### config.mk
export PLATFORM = sky130hd
export DESIGN_NAME = irq_prio_arbiter
export DESIGN_NICKNAME = d
export VERILOG_FILES = /design/src/rtl/irq_arb_pkg.sv /design/src/rtl/irq_pend_bank.sv /design/src/rtl/irq_prio_tree.sv /design/src/rtl/irq_decide.sv /design/src/rtl/irq_prio_arbiter.sv
export SDC_FILE = /design/constraint.sdc
export NUM_CORES = 1
export LEC_CHECK = 0
export ABC_AREA = 1
export BUFFER_PORTS_ARGS = -buffer_cell sky130_fd_sc_hd__buf_4
export CAP_MARGIN = 20
export CORE_MARGIN = 3
export CORE_UTILIZATION = 40
export DETAILED_ROUTE_END_ITERATION = 7
export PLACE_DENSITY = 0.67
export SYNTH_ARGS = -nofsm -noshare
export SYNTH_HDL_FRONTEND = slang
export SYNTH_SLANG_ARGS = --single-unit
### constraint.sdc
create_clock -name clk -period 7.69 [get_ports clk]
set_input_delay 0.3845 -clock clk [delete_from_list [all_inputs] [get_ports clk]]
set_output_delay 0.3845 -clock clk [all_outputs]
set_load 0.01 [all_outputs]
### src/rtl/irq_arb_pkg.sv
// Package: shared decision encoding for the interrupt request arbiter.
// Assumes: used by irq_decide and irq_prio_arbiter only.
package irq_arb_pkg;

    // Kind of decision held in the output register
    typedef enum logic [1:0] {
        DEC_NONE = 2'd0,
        DEC_STD  = 2'd1,
        DEC_XFER = 2'd2
    } dec_kind_e;

endpackage

### src/rtl/irq_pend_bank.sv
// Module: irq_pend_bank
// Keeps one pending flag per request line. A strobe sets the flag. An
// acknowledge whose number matches (BASE + bit index) clears it, and so does
// a consume strobe naming the same number. A set in the same cycle as a
// clear wins. The effective vector hides a flag in the cycle it is being
// acknowledged, so that arbitration moves on at once.
// Assumes: ack and consume numbers are ID_W wide; BASE + N fits in ID_W.
module irq_pend_bank #(
    parameter int N    = 8,
    parameter int ID_W = 4,
    parameter int BASE = 0
) (
    input  logic            clk,
    input  logic            rst_n,
    input  logic [N-1:0]    set_i,
    input  logic            ack_valid_i,
    input  logic [ID_W-1:0] ack_id_i,
    input  logic            take_i,
    input  logic [ID_W-1:0] take_id_i,
    output logic [N-1:0]    eff_o
);

    logic [N-1:0] pend_q;
    logic [N-1:0] ack_hit;
    logic [N-1:0] take_hit;

    for (genvar i = 0; i < N; i++) begin : g_line
        localparam logic [ID_W-1:0] MY_ID = ID_W'(BASE + i);

        // Decode the acknowledge and consume strobes for this line
        always_comb begin
            ack_hit[i]  = ack_valid_i && (ack_id_i == MY_ID);
            take_hit[i] = take_i && (take_id_i == MY_ID);
        end

        // Pending flag: set wins over clear, synchronous reset
        always_ff @(posedge clk) begin
            if (!rst_n)
                pend_q[i] <= 1'b0;
            else if (set_i[i])
                pend_q[i] <= 1'b1;
            else if (ack_hit[i] || take_hit[i])
                pend_q[i] <= 1'b0;
        end

        // Acknowledged line without a new strobe is gone next cycle
        AST_ACK_CLEARS: assert property (@(posedge clk) disable iff (!rst_n)
            (ack_hit[i] && !set_i[i]) |=> !pend_q[i]);

        // A strobe always leaves the line pending
        AST_SET_HOLDS: assert property (@(posedge clk) disable iff (!rst_n)
            set_i[i] |=> pend_q[i]);
    end

    // Effective vector: pending lines not being acknowledged this cycle
    always_comb begin
        eff_o = pend_q & ~ack_hit;
    end

endmodule

### src/rtl/irq_prio_tree.sv
// Module: irq_prio_tree
// Combinational comparison tree over the pending peripheral lines. It returns
// the line with the highest level; on equal levels the higher group, on equal
// group the lower index. The tree is padded to a power of two with empty
// leaves. The left subtree always holds the lower indices, so a full tie
// keeps the left side.
// Assumes: N >= 2; clk and rst_n are used only by the checks.
module irq_prio_tree #(
    parameter int N     = 8,
    parameter int LVL_W = 4,
    parameter int GRP_W = 2,
    parameter int IDX_W = 3
) (
    input  logic               clk,
    input  logic               rst_n,
    input  logic [N-1:0]       eff_i,
    input  logic [N*LVL_W-1:0] level_i,
    input  logic [N*GRP_W-1:0] group_i,
    input  logic [N-1:0]       xfer_i,
    output logic               win_vld_o,
    output logic [IDX_W-1:0]   win_idx_o,
    output logic [LVL_W-1:0]   win_level_o,
    output logic               win_xfer_o
);

    localparam int LEAVES = 1 << $clog2(N);
    localparam int NODES  = 2 * LEAVES - 1;

    typedef struct packed {
        logic             vld;
        logic [LVL_W-1:0] lvl;
        logic [GRP_W-1:0] grp;
        logic             xfer;
        logic [IDX_W-1:0] idx;
    } node_t;

    node_t nodes [NODES];

    // Select the stronger of two candidates, left on a full tie
    function automatic node_t pick(input node_t a, input node_t b);
        logic a_wins;
        if (!a.vld)
            a_wins = 1'b0;
        else if (!b.vld)
            a_wins = 1'b1;
        else if (a.lvl != b.lvl)
            a_wins = (a.lvl > b.lvl);
        else if (a.grp != b.grp)
            a_wins = (a.grp > b.grp);
        else
            a_wins = 1'b1;
        return a_wins ? a : b;
    endfunction

    // Fill the leaves and reduce the tree bottom-up in one process
    always_comb begin
        for (int i = 0; i < LEAVES; i++) begin
            if (i < N) begin
                nodes[LEAVES-1+i].vld  = eff_i[i];
                nodes[LEAVES-1+i].lvl  = level_i[i*LVL_W +: LVL_W];
                nodes[LEAVES-1+i].grp  = group_i[i*GRP_W +: GRP_W];
                nodes[LEAVES-1+i].xfer = xfer_i[i];
                nodes[LEAVES-1+i].idx  = IDX_W'(i);
            end else begin
                nodes[LEAVES-1+i] = '0;
            end
        end
        for (int n = LEAVES - 2; n >= 0; n--) begin
            nodes[n] = pick(nodes[2*n+1], nodes[2*n+2]);
        end
    end

    // Root of the tree drives the outputs
    always_comb begin
        win_vld_o   = nodes[0].vld;
        win_idx_o   = nodes[0].idx;
        win_level_o = nodes[0].lvl;
        win_xfer_o  = nodes[0].xfer;
    end

    // The winner is valid whenever any line is pending
    AST_WIN_ANY_PENDING: assert property (@(posedge clk) disable iff (!rst_n)
        (|eff_i) |-> (win_vld_o && eff_i[win_idx_o]));

    for (genvar i = 0; i < N; i++) begin : g_chk
        // No pending line outranks the chosen one
        AST_WIN_IS_MAX: assert property (@(posedge clk) disable iff (!rst_n)
            eff_i[i] |-> (level_i[i*LVL_W +: LVL_W] <= win_level_o));
    end

endmodule

### src/rtl/irq_decide.sv
// Module: irq_decide
// Final decision stage. Pending trap or NMI lines pre-empt everything, and
// among them traps rank above NMI, lower trap first. Otherwise the tree's
// winner is accepted if the enable is set and its level beats the processor
// level. The result is registered. An accepted transfer winner also drives
// the consume strobe back to the pending bank in the same cycle.
// Assumes: sys bit 0 is NMI (number NSRC), bit k>0 is trap k-1 (NSRC+k).
module irq_decide
    import irq_arb_pkg::*;
#(
    parameter int NSRC  = 8,
    parameter int NSYS  = 3,
    parameter int LVL_W = 4,
    parameter int ID_W  = 4,
    parameter int IDX_W = 3
) (
    input  logic             clk,
    input  logic             rst_n,
    input  logic             glob_ie_i,
    input  logic [LVL_W-1:0] cpu_level_i,
    input  logic [NSYS-1:0]  sys_eff_i,
    input  logic             win_vld_i,
    input  logic [IDX_W-1:0] win_idx_i,
    input  logic [LVL_W-1:0] win_level_i,
    input  logic             win_xfer_i,
    output logic             take_o,
    output logic [ID_W-1:0]  take_id_o,
    output logic             irq_req_o,
    output logic [ID_W-1:0]  irq_id_o,
    output logic [LVL_W-1:0] irq_level_o,
    output logic             irq_sys_o,
    output logic             xfer_req_o,
    output logic [ID_W-1:0]  xfer_id_o
);

    dec_kind_e        kind_d, kind_q;
    logic [ID_W-1:0]  id_d, id_q;
    logic [LVL_W-1:0] lvl_d, lvl_q;
    logic             sys_d, sys_q;
    logic             sys_hit;
    int               sys_sel;
    logic             periph_ok;

    // Pick the strongest system line: traps by index, then NMI
    always_comb begin
        sys_hit = 1'b0;
        sys_sel = 0;
        for (int k = NSYS - 1; k >= 1; k--) begin
            if (sys_eff_i[k]) begin
                sys_hit = 1'b1;
                sys_sel = k;
            end
        end
        if (!sys_hit && sys_eff_i[0]) begin
            sys_hit = 1'b1;
            sys_sel = 0;
        end
    end

    // Accept test for the peripheral winner
    always_comb begin
        periph_ok = win_vld_i && glob_ie_i && (win_level_i > cpu_level_i);
    end

    // Build the next decision and the consume strobe
    always_comb begin
        kind_d    = DEC_NONE;
        id_d      = '0;
        lvl_d     = '0;
        sys_d     = 1'b0;
        take_o    = 1'b0;
        take_id_o = ID_W'(win_idx_i);
        if (sys_hit) begin
            kind_d = DEC_STD;
            id_d   = ID_W'(NSRC + sys_sel);
            lvl_d  = '1;
            sys_d  = 1'b1;
        end else if (periph_ok) begin
            id_d  = ID_W'(win_idx_i);
            lvl_d = win_level_i;
            if (win_xfer_i) begin
                kind_d = DEC_XFER;
                take_o = 1'b1;
            end else begin
                kind_d = DEC_STD;
            end
        end
    end

    // Decision register, synchronous reset
    always_ff @(posedge clk) begin
        if (!rst_n) begin
            kind_q <= DEC_NONE;
            id_q   <= '0;
            lvl_q  <= '0;
            sys_q  <= 1'b0;
        end else begin
            kind_q <= kind_d;
            id_q   <= id_d;
            lvl_q  <= lvl_d;
            sys_q  <= sys_d;
        end
    end

    // Map the registered decision to the handshake outputs
    always_comb begin
        irq_req_o   = (kind_q == DEC_STD);
        xfer_req_o  = (kind_q == DEC_XFER);
        irq_id_o    = id_q;
        xfer_id_o   = id_q;
        irq_level_o = lvl_q;
        irq_sys_o   = sys_q;
    end

    AST_PERIPH_OUTRANKS: assert property (@(posedge clk) disable iff (!rst_n)
        ($past(rst_n) && (irq_req_o || xfer_req_o) && !irq_sys_o)
            |-> (irq_level_o > $past(cpu_level_i)));

    AST_PERIPH_NEEDS_IE: assert property (@(posedge clk) disable iff (!rst_n)
        ($past(rst_n) && (irq_req_o || xfer_req_o) && !irq_sys_o)
            |-> $past(glob_ie_i));

    AST_SYS_FIRST: assert property (@(posedge clk) disable iff (!rst_n)
        ($past(rst_n) && $past(|sys_eff_i))
            |-> (irq_req_o && irq_sys_o && (irq_level_o == '1)));

    AST_XFER_SINGLE: assert property (@(posedge clk) disable iff (!rst_n)
        xfer_req_o |=> !(xfer_req_o && (xfer_id_o == $past(xfer_id_o))));

endmodule

### src/rtl/irq_prio_arbiter.sv
// Module: irq_prio_arbiter (top)
// Interrupt request arbiter. It has a pending bank for peripheral lines, a
// second pending bank for trap and NMI lines, a priority tree over the
// peripheral lines, and a registered decision stage. It serves standard
// interrupts through irq_req_o with acknowledge by number, and transfer
// requests through a one-cycle xfer_req_o pulse.
// Assumes: numbering 0..NSRC-1 peripherals, NSRC NMI, NSRC+1+k trap k.
module irq_prio_arbiter #(
    parameter int NSRC  = 8,
    parameter int NTRAP = 2,
    parameter int LVL_W = 4,
    parameter int GRP_W = 2,
    parameter int ID_W  = $clog2(NSRC + NTRAP + 1)
) (
    input  logic                  clk,
    input  logic                  rst_n,
    input  logic [NSRC-1:0]       src_req_i,
    input  logic [NSRC*LVL_W-1:0] src_level_i,
    input  logic [NSRC*GRP_W-1:0] src_group_i,
    input  logic [NSRC-1:0]       src_xfer_i,
    input  logic                  glob_ie_i,
    input  logic [LVL_W-1:0]      cpu_level_i,
    input  logic                  nmi_req_i,
    input  logic [NTRAP-1:0]      trap_req_i,
    input  logic                  ack_valid_i,
    input  logic [ID_W-1:0]       ack_id_i,
    output logic                  irq_req_o,
    output logic [ID_W-1:0]       irq_id_o,
    output logic [LVL_W-1:0]      irq_level_o,
    output logic                  irq_sys_o,
    output logic                  xfer_req_o,
    output logic [ID_W-1:0]       xfer_id_o
);

    localparam int NSYS  = NTRAP + 1;
    localparam int IDX_W = $clog2(NSRC);

    logic [NSRC-1:0]  src_eff;
    logic [NSYS-1:0]  sys_eff;
    logic [NSYS-1:0]  sys_set;
    logic             win_vld;
    logic [IDX_W-1:0] win_idx;
    logic [LVL_W-1:0] win_level;
    logic             win_xfer;
    logic             take;
    logic [ID_W-1:0]  take_id;

    // System line order: bit 0 NMI, bits above are the traps
    always_comb begin
        sys_set = {trap_req_i, nmi_req_i};
    end

    irq_pend_bank #(.N(NSRC), .ID_W(ID_W), .BASE(0)) u_src_pend (
        .clk         (clk),
        .rst_n       (rst_n),
        .set_i       (src_req_i),
        .ack_valid_i (ack_valid_i),
        .ack_id_i    (ack_id_i),
        .take_i      (take),
        .take_id_i   (take_id),
        .eff_o       (src_eff)
    );

    irq_pend_bank #(.N(NSYS), .ID_W(ID_W), .BASE(NSRC)) u_sys_pend (
        .clk         (clk),
        .rst_n       (rst_n),
        .set_i       (sys_set),
        .ack_valid_i (ack_valid_i),
        .ack_id_i    (ack_id_i),
        .take_i      (1'b0),
        .take_id_i   ('0),
        .eff_o       (sys_eff)
    );

    irq_prio_tree #(.N(NSRC), .LVL_W(LVL_W), .GRP_W(GRP_W), .IDX_W(IDX_W)) u_tree (
        .clk         (clk),
        .rst_n       (rst_n),
        .eff_i       (src_eff),
        .level_i     (src_level_i),
        .group_i     (src_group_i),
        .xfer_i      (src_xfer_i),
        .win_vld_o   (win_vld),
        .win_idx_o   (win_idx),
        .win_level_o (win_level),
        .win_xfer_o  (win_xfer)
    );

    irq_decide #(.NSRC(NSRC), .NSYS(NSYS), .LVL_W(LVL_W), .ID_W(ID_W), .IDX_W(IDX_W)) u_decide (
        .clk         (clk),
        .rst_n       (rst_n),
        .glob_ie_i   (glob_ie_i),
        .cpu_level_i (cpu_level_i),
        .sys_eff_i   (sys_eff),
        .win_vld_i   (win_vld),
        .win_idx_i   (win_idx),
        .win_level_i (win_level),
        .win_xfer_i  (win_xfer),
        .take_o      (take),
        .take_id_o   (take_id),
        .irq_req_o   (irq_req_o),
        .irq_id_o    (irq_id_o),
        .irq_level_o (irq_level_o),
        .irq_sys_o   (irq_sys_o),
        .xfer_req_o  (xfer_req_o),
        .xfer_id_o   (xfer_id_o)
    );

    // Standard and transfer outputs never share a cycle
    AST_ONE_WINNER: assert property (@(posedge clk) disable iff (!rst_n)
        !(irq_req_o && xfer_req_o));

endmodule

; ---- Word-level counts from Yosys, hierarchy flattened
; Index checks and enable logic that the tools add are counted.
[totals]
word_cells = 190
out_inout_bits = 15
in_bits = 79
regBits = 22
[op_classes]
bitwise_logic = 6
n_reduce_logical = 45
n_mux = 74
n_eq_ne = 33
addsub = 1
n_lt_le_gt_ge = 15
[ops]
columns = cell, count
row1 = $mux 11, 7
row2 = $mux 1, 59
row3 = $gt 4x4->1, 8
row4 = $ne 4x4->1, 7
row5 = $logic_and 1x1->1, 22
row6 = $reduce_bool 2->1, 11
row7 = $eq 4x3->1 const B, 4
row8 = $gt 2x2->1, 7
row9 = $ne 2x2->1, 7
row10 = $eq 3x3->1 const B, 4
row11 = $eq 4x4->1 const B, 3
row12 = $mux 4, 3
row13 = $and 8x8->8, 1
row14 = $eq 4x2->1 const B, 2
row15 = $logic_not 4->1, 2
row16 = $logic_or 1x1->1, 8
row17 = $mux 2, 4
row18 = $not 8->8, 1
row19 = $eq 3x2->1 const B, 2
row20 = $add 4x2->4 const A, 1
row21 = $eq 4x1->1 const B, 1
row22 = $and 3x3->3, 1
row23 = $eq 3x1->1 const B, 1
row24 = $mux 3, 1
row25 = other kinds (6), 7

; ---- Logic depth before layout (Yosys ltp)
; Gate-level depths: netlist of the first run.
[logic_depth]
depth_word = 27
ltp_mapped = 48
depth_no_buf = 46

; ---- Cells and area by module
; Synthesis of the first run repeated with hierarchy kept, for this count alone.
[unflattened]
cells_unflattened = 562
hier_area_um2 = 3324.4
[modules_own_cells]
columns = module, cells_each, area_per_inst_um2, instances
row1 = irq_prio_tree, 364, 1994.4, 1
row2 = irq_decide, 80, 585.6, 1
row3 = irq_pend_bank (u_src_pend), 81, 496.7, 1
row4 = irq_pend_bank (u_sys_pend), 36, 244.0, 1
row5 = irq_prio_arbiter, 1, 3.8, 1

; ---- Worst setup path after synthesis of the first run
; Ideal clock, no wire load.
[synth_path]
path_kind = input to register
from = input src_level_i[7]
to = register u_src_pend.pend_q[7]
required_time_ps = 7558
arrival_time_ps = 5031
setup_time_ps = 132
path_stages = 42
n_path_buf = 3
setup_slack_ps = 2527
path_cell_list = inv_1 > ha_1 > nand2_1 > nor2_1 > nand2_1 > inv_1 > nor2_1 > nand2_2 > nand2_2 > inv_2 > buf_6 > o21ai_0 > ha_1 > a21boi_0 > o21ai_0 > nand3_2 > nand2_2 > inv_2 > (+6 left out) > nand3b_1 > nand2_1 > inv_1 > nor2_1 > nor2_4 > buf_6 > nand2_1 > o21ai_2 > ha_1 > nand2_1 > inv_1 > nand3b_1 > nand3_1 > nand4_1 > nor2_1 > nand3_2 > o21bai_1 > a21oi_1
[synth_via]
elab_chain_cells = 24
word_cells_on_any_way = 34
[synth_lines]
columns = element, line_no
row1 = "start, declared", irq_prio_arbiter.sv:18  ; input logic [NSRC*LVL_W-1:0] src_level_i,
row2 = $gt 4x4->1 / $ne 4x4->1 (equally long branches), "irq_prio_tree.sv:47, irq_prio_tree.sv:46"
row3 = $mux 1, irq_prio_tree.sv:46  ; else if (a.lvl != b.lvl)
row4 = $mux 1, irq_prio_tree.sv:44  ; else if (!b.vld)
row5 = $mux 1, irq_prio_tree.sv:42  ; if (!a.vld)
row6 = $mux 11 (*), irq_prio_tree.sv:52  ; return a_wins ? a : b;
row7 = $gt 2x2->1 / $ne 2x2->1 (equally long branches), "irq_prio_tree.sv:49, irq_prio_tree.sv:48"
row8 = $mux 1, irq_prio_tree.sv:48  ; else if (a.grp != b.grp)
row9 = $mux 1, irq_prio_tree.sv:46
row10 = (+8 left out), --
row11 = $mux 11 (*), irq_prio_tree.sv:52
row12 = $gt 4x4->1 / $logic_and 1x1->1 (equally long branches), irq_decide.sv:62  ; periph_ok = win_vld_i && glob_ie_i && (win_level_i > cpu_level_i);
row13 = $logic_and 1x1->1, irq_decide.sv:62
row14 = $mux 1, irq_decide.sv:78  ; end else if (periph_ok) begin
row15 = $mux 1, irq_decide.sv:73  ; if (sys_hit) begin
row16 = $logic_and 1x1->1 (*), irq_pend_bank.sv:33  ; take_hit[i] = take_i && (take_id_i == MY_ID);
row17 = $logic_or 1x1->1 (*), irq_pend_bank.sv:42  ; else if (ack_hit[i] || take_hit[i])
row18 = $reduce_bool 2->1 (no source line) (*), --
row19 = "end signal, assigned by index", irq_pend_bank.sv:39  ; pend_q[i] <= 1'b0;
row20 = "end signal, assigned by index", irq_pend_bank.sv:41  ; pend_q[i] <= 1'b1;
row21 = "end signal, assigned by index", irq_pend_bank.sv:43  ; pend_q[i] <= 1'b0;
row22 = "end, declared", irq_pend_bank.sv:23  ; logic [N-1:0] pend_q;
; Mark *: on every way between the ends. The rest lies on a longest branch, timed or not.
; A chain may end at the register's enable or synchronous reset.

; ---- Worst setup path after layout of the first run
[layout_path]
from = input src_level_i[6]
to = register u_src_pend.pend_q[7]
; Same word-level chain as after synthesis.

==> flow_metrics.env, run 1 <==
export IMPL_drtPass1Iterations=4
export IMPL_gp_congestion=0.839
export IMPL_io_pins=94
export IMPL_setup_viol=0
export IMPL_dieArea_sq_mm=0.00883
export IMPL_cts_tree="yes"
export IMPL_area_growth_pct=25.3
export IMPL_power_density_mw_per_mm2=159
export IMPL_dp_hpwl_mm=6.70
export IMPL_post_cts_repair_setup_buffers=0
export IMPL_drt_iter0_drc=135
export IMPL_path_max_fanout=14
export IMPL_p_sw_mw=0.272
export IMPL_clkPwrFrac=0.172
export IMPL_max_slew_margin_rel=0.683
export IMPL_routed_via_density=4.71
export IMPL_seq_area_frac_synth=0.142
export IMPL_p_int_mw=0.344
export IMPL_rows=31
export IMPL_path_buf_inv=8
export IMPL_drc=0
export IMPL_setup_worst_path_start_class="primary input"
export IMPL_min_path_type="in2reg"
export IMPL_antenna_found_initial=0
export IMPL_max_cap_viol_count=0
export IMPL_synth_area_leaders="ha_1 (19%), nand2_1 (16%), dfxtp_1 (14%)"
export IMPL_worstSetupEndpointType="flip-flop"
export IMPL_cpPeakStageDelay_ns=0.37
export IMPL_grt_max_degree=16
export IMPL_p_sw_frac=0.441
export IMPL_cts_sinks=22
export IMPL_layout_nets=716
export IMPL_synth_area_per_cell_sq_um=6.12
export IMPL_timing_final_max_slew_violations=0
export IMPL_cp_slowest_cell="o21ai_0"
export IMPL_syn_nets=631
export IMPL_die_w_um=94.0
export IMPL_first_global_vias=3126
export IMPL_core_sq_mm=0.00737
export IMPL_yosys_area_top_type="ha_1"
export IMPL_final_common_cell="nand2_1"
export IMPL_cp_arrival_ns=5.65
export IMPL_critPathTopFamily="simple AND/OR/NAND/NOR gates"
export IMPL_yosys_warnings=0
export IMPL_crit_type="in2reg"
export IMPL_fill_cells=772
export IMPL_port_buffers=93
export IMPL_cts_buffer_depth=2
export IMPL_routed_wl_mm=7.61
export IMPL_setup_ws_ns=2.17
export IMPL_drive_gt1_frac=0.251
export IMPL_htree_levels=1
export IMPL_layout_cells_most_common_list="nand2_1 (136), inv_1 (96), buf_4 (93)"
export IMPL_hold_viol=0
export IMPL_path_clk_slew_ns=0.08
export IMPL_num_vias=3244
export IMPL_power_leakage_nw=2.23
export IMPL_grt_overflow=0
export IMPL_synth_top_area_share=0.186
export IMPL_grt_pass1_wl_mm=13.2
export IMPL_hold_slack_ns=0.334
export IMPL_comb_power_share=0.617
export IMPL_post_route_period_util=0.718
export IMPL_worstSkewPairLatency_ns=0.26
export IMPL_clock_skew_ns=0.0110
export IMPL_rsz0062_at_grt="no"
export IMPL_cts_hold_buf=0
export IMPL_ir_drop_mv=0.0855
export IMPL_grt_total_usage=0.178
export IMPL_setup_tns_final_ns=0
export IMPL_cp_required_ns=7.83
export IMPL_place_ws_ns=1.91
export IMPL_yosys_register_bits=22
export IMPL_synth_cell_types=28
export IMPL_wl_per_cell_um=11.0
export IMPL_period_minus_slack_ns=5.52
export IMPL_root_buffer="clkbuf_8"
export IMPL_cts_resized=0
export IMPL_syn_area_sq_mm=0.00309
export IMPL_power_frac_seq=0.211
export IMPL_status="finished, final reports clean"
export IMPL_die_height_um=94.0
export IMPL_num_antenna_cells=0
export IMPL_cts_buffers=3
export IMPL_fmax_ghz=0.181
export IMPL_antenna_left=0
export IMPL_tightest_slew_ns=0.475
export IMPL_synth_cells=506
export IMPL_start_util=0.420
## kinds of logic (layout without fill, tap and decap cells)
family                     count (synthesis)  after routing  share of synthesized area
DFF                                       22             22                      0.142
AOI/OAI and AO/OA                         79             79                      0.156
and+or+nand+nor                          244            244                      0.356
adders and majority gates                 46             46                      0.186
buffers and inverters                    115            199                      0.159
## routing by layer
metal  vias up  wire length, um  track usage
met3         7              455       0.0232
met2        86             3510        0.315
met5         -                0            0
li1       1752                -            -
met4         0               85       0.0205
met1      1399             3560        0.236
## worst reg2reg max path, delay by kind of cell, from the launching register on
| family | cells | cell delay [ns] |
|---|---|---|
| buffers and inverters | 5 | 0.44 |
| flip-flops | 1 | 0.33 |
| AND/OR/NAND/NOR | 20 | 2.33 |
| AO/OA/AOI/OAI | 7 | 1.05 |
| adder cells (fa/ha/maj) | 3 | 0.92 |
## final cells by class
type	count	area [sq um]	area share
Inverter	102	383	0.0987
Clock buffer	3	41.3	0.0106
Tap cell	99	124	0.0319
Timing Repair Buffer	93	698	0.180
Sequential cell	22	440	0.114
Clock inverter	1	30.0	0.00774
Multi-Input combinational cell	369	2160	0.557
## path summary, 6_finish.rpt
kind	start	slack [ns]	depth (start not counted)	to
setup / recovery	src_level_i[6]	2.17	41	u_src_pend.pend_q[7]
hold / removal	src_req_i[2]	0.33	3	u_src_pend.pend_q[2]
setup reg to reg	u_src_pend.pend_q[1]	2.49	35	u_src_pend.pend_q[7]
hold reg to reg	u_sys_pend.pend_q[0]	0.49	2	u_sys_pend.pend_q[0]
## registers in the layout (all words and copies together) (netlist names)
| signal | cells |
|---|---|
| u_decide.irq_level_o | 4 |
| u_sys_pend.pend_q | 3 |
| u_src_pend.pend_q | 8 |
| u_decide.irq_sys_o | 1 |
| u_decide.irq_id_o | 4 |
| u_decide.kind_q | 2 |
## stage by stage
step,util,cells,cell area (sq um),power (mW)
floorplan,-,506,3090,0.417
global placement,0.516,685,3810,0.501
detailed placement,0.516,685,3810,0.511
CTS,0.526,689,3880,0.619
global route,0.526,689,3880,0.688
finish,0.526,689,3880,0.616
## cell usage after synthesis, drive strengths merged
cell,instances
nand2,157
inv,102
o21ai,50
ha,46
nor2,40
nand3,37
dfxtp,22
a21oi,19
buf,12
o21bai,9
nand3b,5
nor3,3
a21boi,1
and2,1
clkbuf,1
nand4,1
## power groups by stage
| stage | registers, mW | clock network, mW | logic [mW] |
|---|---|---|---|
| floorplan | 0.136 | 0 | 0.281 |
| global placement | 0.133 | 0 | 0.368 |
| detailed placement | 0.133 | 0 | 0.379 |
| CTS | 0.130 | 0.108 | 0.381 |
| global route | 0.131 | 0.114 | 0.442 |
| finish | 0.130 | 0.106 | 0.380 |
Note: power is estimated with default switching activity, not from simulation.
==> inputs of run 2 (changes only) <==
==> constraint.sdc (replaced) <==
create_clock -name clk -period 5.5 [get_ports clk]
set_input_delay 0.275 -clock clk [delete_from_list [all_inputs] [get_ports clk]]
set_output_delay 0.275 -clock clk [all_outputs]
set_load 0.01 [all_outputs]
==> run 2 against run 1 <==
Effect of this change:
- clock skew fell by 0.0060 ns
- power rose by 54%
- worst hold slack got worse by 0.11 ns
- utilization rose by 3.0 points
- worst setup slack got worse by 1.8 ns
- cell area rose by 5.8%
==> flow_metrics.env, run 2 (synthesis gave the netlist of run 1 again) <==
export IMPL_tightest_slew_ns=0.469
export IMPL_rrSetupSlack_ns=0.59
export IMPL_gp_congestion=0.854
export IMPL_fmax_ghz=0.194
export IMPL_start_util=0.420
export IMPL_rr_worst_depth=36
export IMPL_drt_iter0_drc=161
export IMPL_worstSetupEndpointType="flip-flop"
export IMPL_worstHoldPathCells=3
export IMPL_grt_pass1_wl_mm=12.5
export IMPL_path_max_fanout=15
export IMPL_setup_worst_path_start_class="primary input"
export IMPL_layout_nets=737
export IMPL_post_route_period_util=0.937
export IMPL_num_antenna_cells=0
export IMPL_cpPeakStageDelay_ns=0.44
export IMPL_cts_buffer_depth=2
export IMPL_port_buffers=93
export IMPL_hp_start="trap_req_i[1]"
export IMPL_worstSkewPairLatency_ns=0.26
export IMPL_utilization=0.557
export IMPL_dp_cells=691
export IMPL_power_density_mw_per_mm2=232
export IMPL_antenna_found_initial=0
export IMPL_antenna_left=0
export IMPL_grt_overflow=0
export IMPL_timing_final_max_slew_violations=0
export IMPL_root_buffer="clkbuf_8"
export IMPL_clock_skew_ns=0.00495
export IMPL_io_pins=94
export IMPL_cts_buffers=3
export IMPL_crit_type="in2reg"
export IMPL_grt_total_usage=0.171
export IMPL_drc=0
export IMPL_first_global_vias=3058
export IMPL_status="finished, final reports clean"
export IMPL_p_total_mw=0.951
export IMPL_r2r_end="u_src_pend.pend_q[5]"
export IMPL_period_minus_slack_ns=5.15
export IMPL_htree_levels=1
export IMPL_max_slew_margin_rel=0.684
export IMPL_cp_arrival_ns=5.29
export IMPL_routed_via_density=4.64
export IMPL_num_vias=3293
export IMPL_ir_drop_mv=0.103
export IMPL_dp_hpwl_mm=6.61
export IMPL_layout_cells_most_common_list="nand2_1 (131), buf_4 (111), inv_1 (94)"
export IMPL_cts_sinks=22
export IMPL_dieArea_sq_mm=0.00883
export IMPL_final_common_cell="nand2_1"
export IMPL_cts_tree="yes"
export IMPL_max_cap_viol_count=0
export IMPL_cp_slowest_cell="o21ai_0"
export IMPL_die_w_um=94.0
export IMPL_largest_register_ffs=8
export IMPL_setup_viol=0
export IMPL_cts_hold_buf=0
export IMPL_drive_gt1_frac=0.298
export IMPL_min_path_type="in2reg"
export IMPL_path_clk_slew_ns=0.08
export IMPL_routed_wl_mm=7.82
export IMPL_power_leakage_nw=2.33
export IMPL_r2r_start="u_src_pend.pend_q[3]"
export IMPL_finalNonFillerCells=710
export IMPL_largest_register="u_src_pend.pend_q"
export IMPL_grt_max_degree=16
export IMPL_hold_viol=0
export IMPL_core_sq_mm=0.00737
export IMPL_area_growth_pct=32.6
export IMPL_cp_required_ns=5.63
export IMPL_die_height_um=94.0
export IMPL_drtPass1Iterations=4
export IMPL_rows=31
export IMPL_hold_path_end="u_sys_pend.pend_q[2]"
export IMPL_wl_per_cell_um=11.0
[run 2: cell count changes in the layout (fill, tap and decap cells not counted), sizes merged]
cell,before,now
buf,93,111
clkinvlp,0,1
nor2,40,41
nand2,157,158
[run 2: worst max-delay path by stage]
stage                     from                   end  slack (ns)  cells after the start
6_report       src_level_i[27]  u_src_pend.pend_q[5]        0.35                     37
5_1_grt         src_group_i[9]  u_src_pend.pend_q[5]       -0.12                     42
4_1_cts         src_group_i[1]  u_src_pend.pend_q[1]        0.12                     37
3_5_place_dp    src_group_i[1]  u_src_pend.pend_q[1]       -0.14                     37
3_3_place_gp    src_level_i[7]  u_src_pend.pend_q[7]        0.02                     39
2_1_floorplan   src_level_i[7]  u_src_pend.pend_q[7]        0.45                     42
[run 2: final cells by class]
| type | instances | area [sq um] |
|---|---|---|
| fill | 725 | 3270 |
| multi-input combinational | 371 | 2230 |
| timing repair buffer | 111 | 833 |
| sequential | 22 | 440 |
| inverter | 102 | 390 |
| tap | 99 | 124 |
| clock buffer | 3 | 41.3 |
| clock inverter | 1 | 30.0 |
| timing repair inverter | 1 | 7.51 |
[run 2: where the power goes]
group | switching, mW | leakage, nW | internal [mW]
sequential | 0.00596 | 0.184 | 0.176
clock | 0.0508 | 0.0357 | 0.0972
combinational | 0.357 | 2.11 | 0.263
total | 0.414 | 2.33 | 0.537
[run 2: metal layers]
layer / share of wire / wire (um) / vias to the layer above / GRT usage
met5: 0 / 0 / - / 0
met3: 0.057 / 443 / 7 / 0.0192
met1: 0.46 / 3600 / 1384 / 0.228
met4: 0.0067 / 52 / 0 / 0.0193
met2: 0.48 / 3720 / 88 / 0.303
li1: - / - / 1814 / -
[run 2: worst max-delay path: cells and delay by family]
family	cells	cell delay (ns)
adders and majority gates	4	1.10
and+or+nand+nor	22	2.40
AOI/OAI and AO/OA	6	0.99
buffers and inverters	5	0.52
[run 2: metrics by stage]
step | cell area [sq um] | TNS [ns] | worst slack [ns] | hold WS, ns
after floorplan | 3090 | 0 | 0.447 | 0.392
after global placement | 3850 | 0 | 0.0182 | 0.474
after detailed placement | 3850 | -0.610 | -0.143 | 0.482
after CTS | 3920 | 0 | 0.120 | 0.222
after global routing | 4100 | -0.660 | -0.119 | 0.224
final | 4100 | 0 | 0.348 | 0.226
[run 2: what timing repair did]
item | 4_1_cts | 5_1_grt
gates resized for setup | 0 | 35
endpoints found under the setup margin | 0 | 17
buffers inserted | 0 | 12
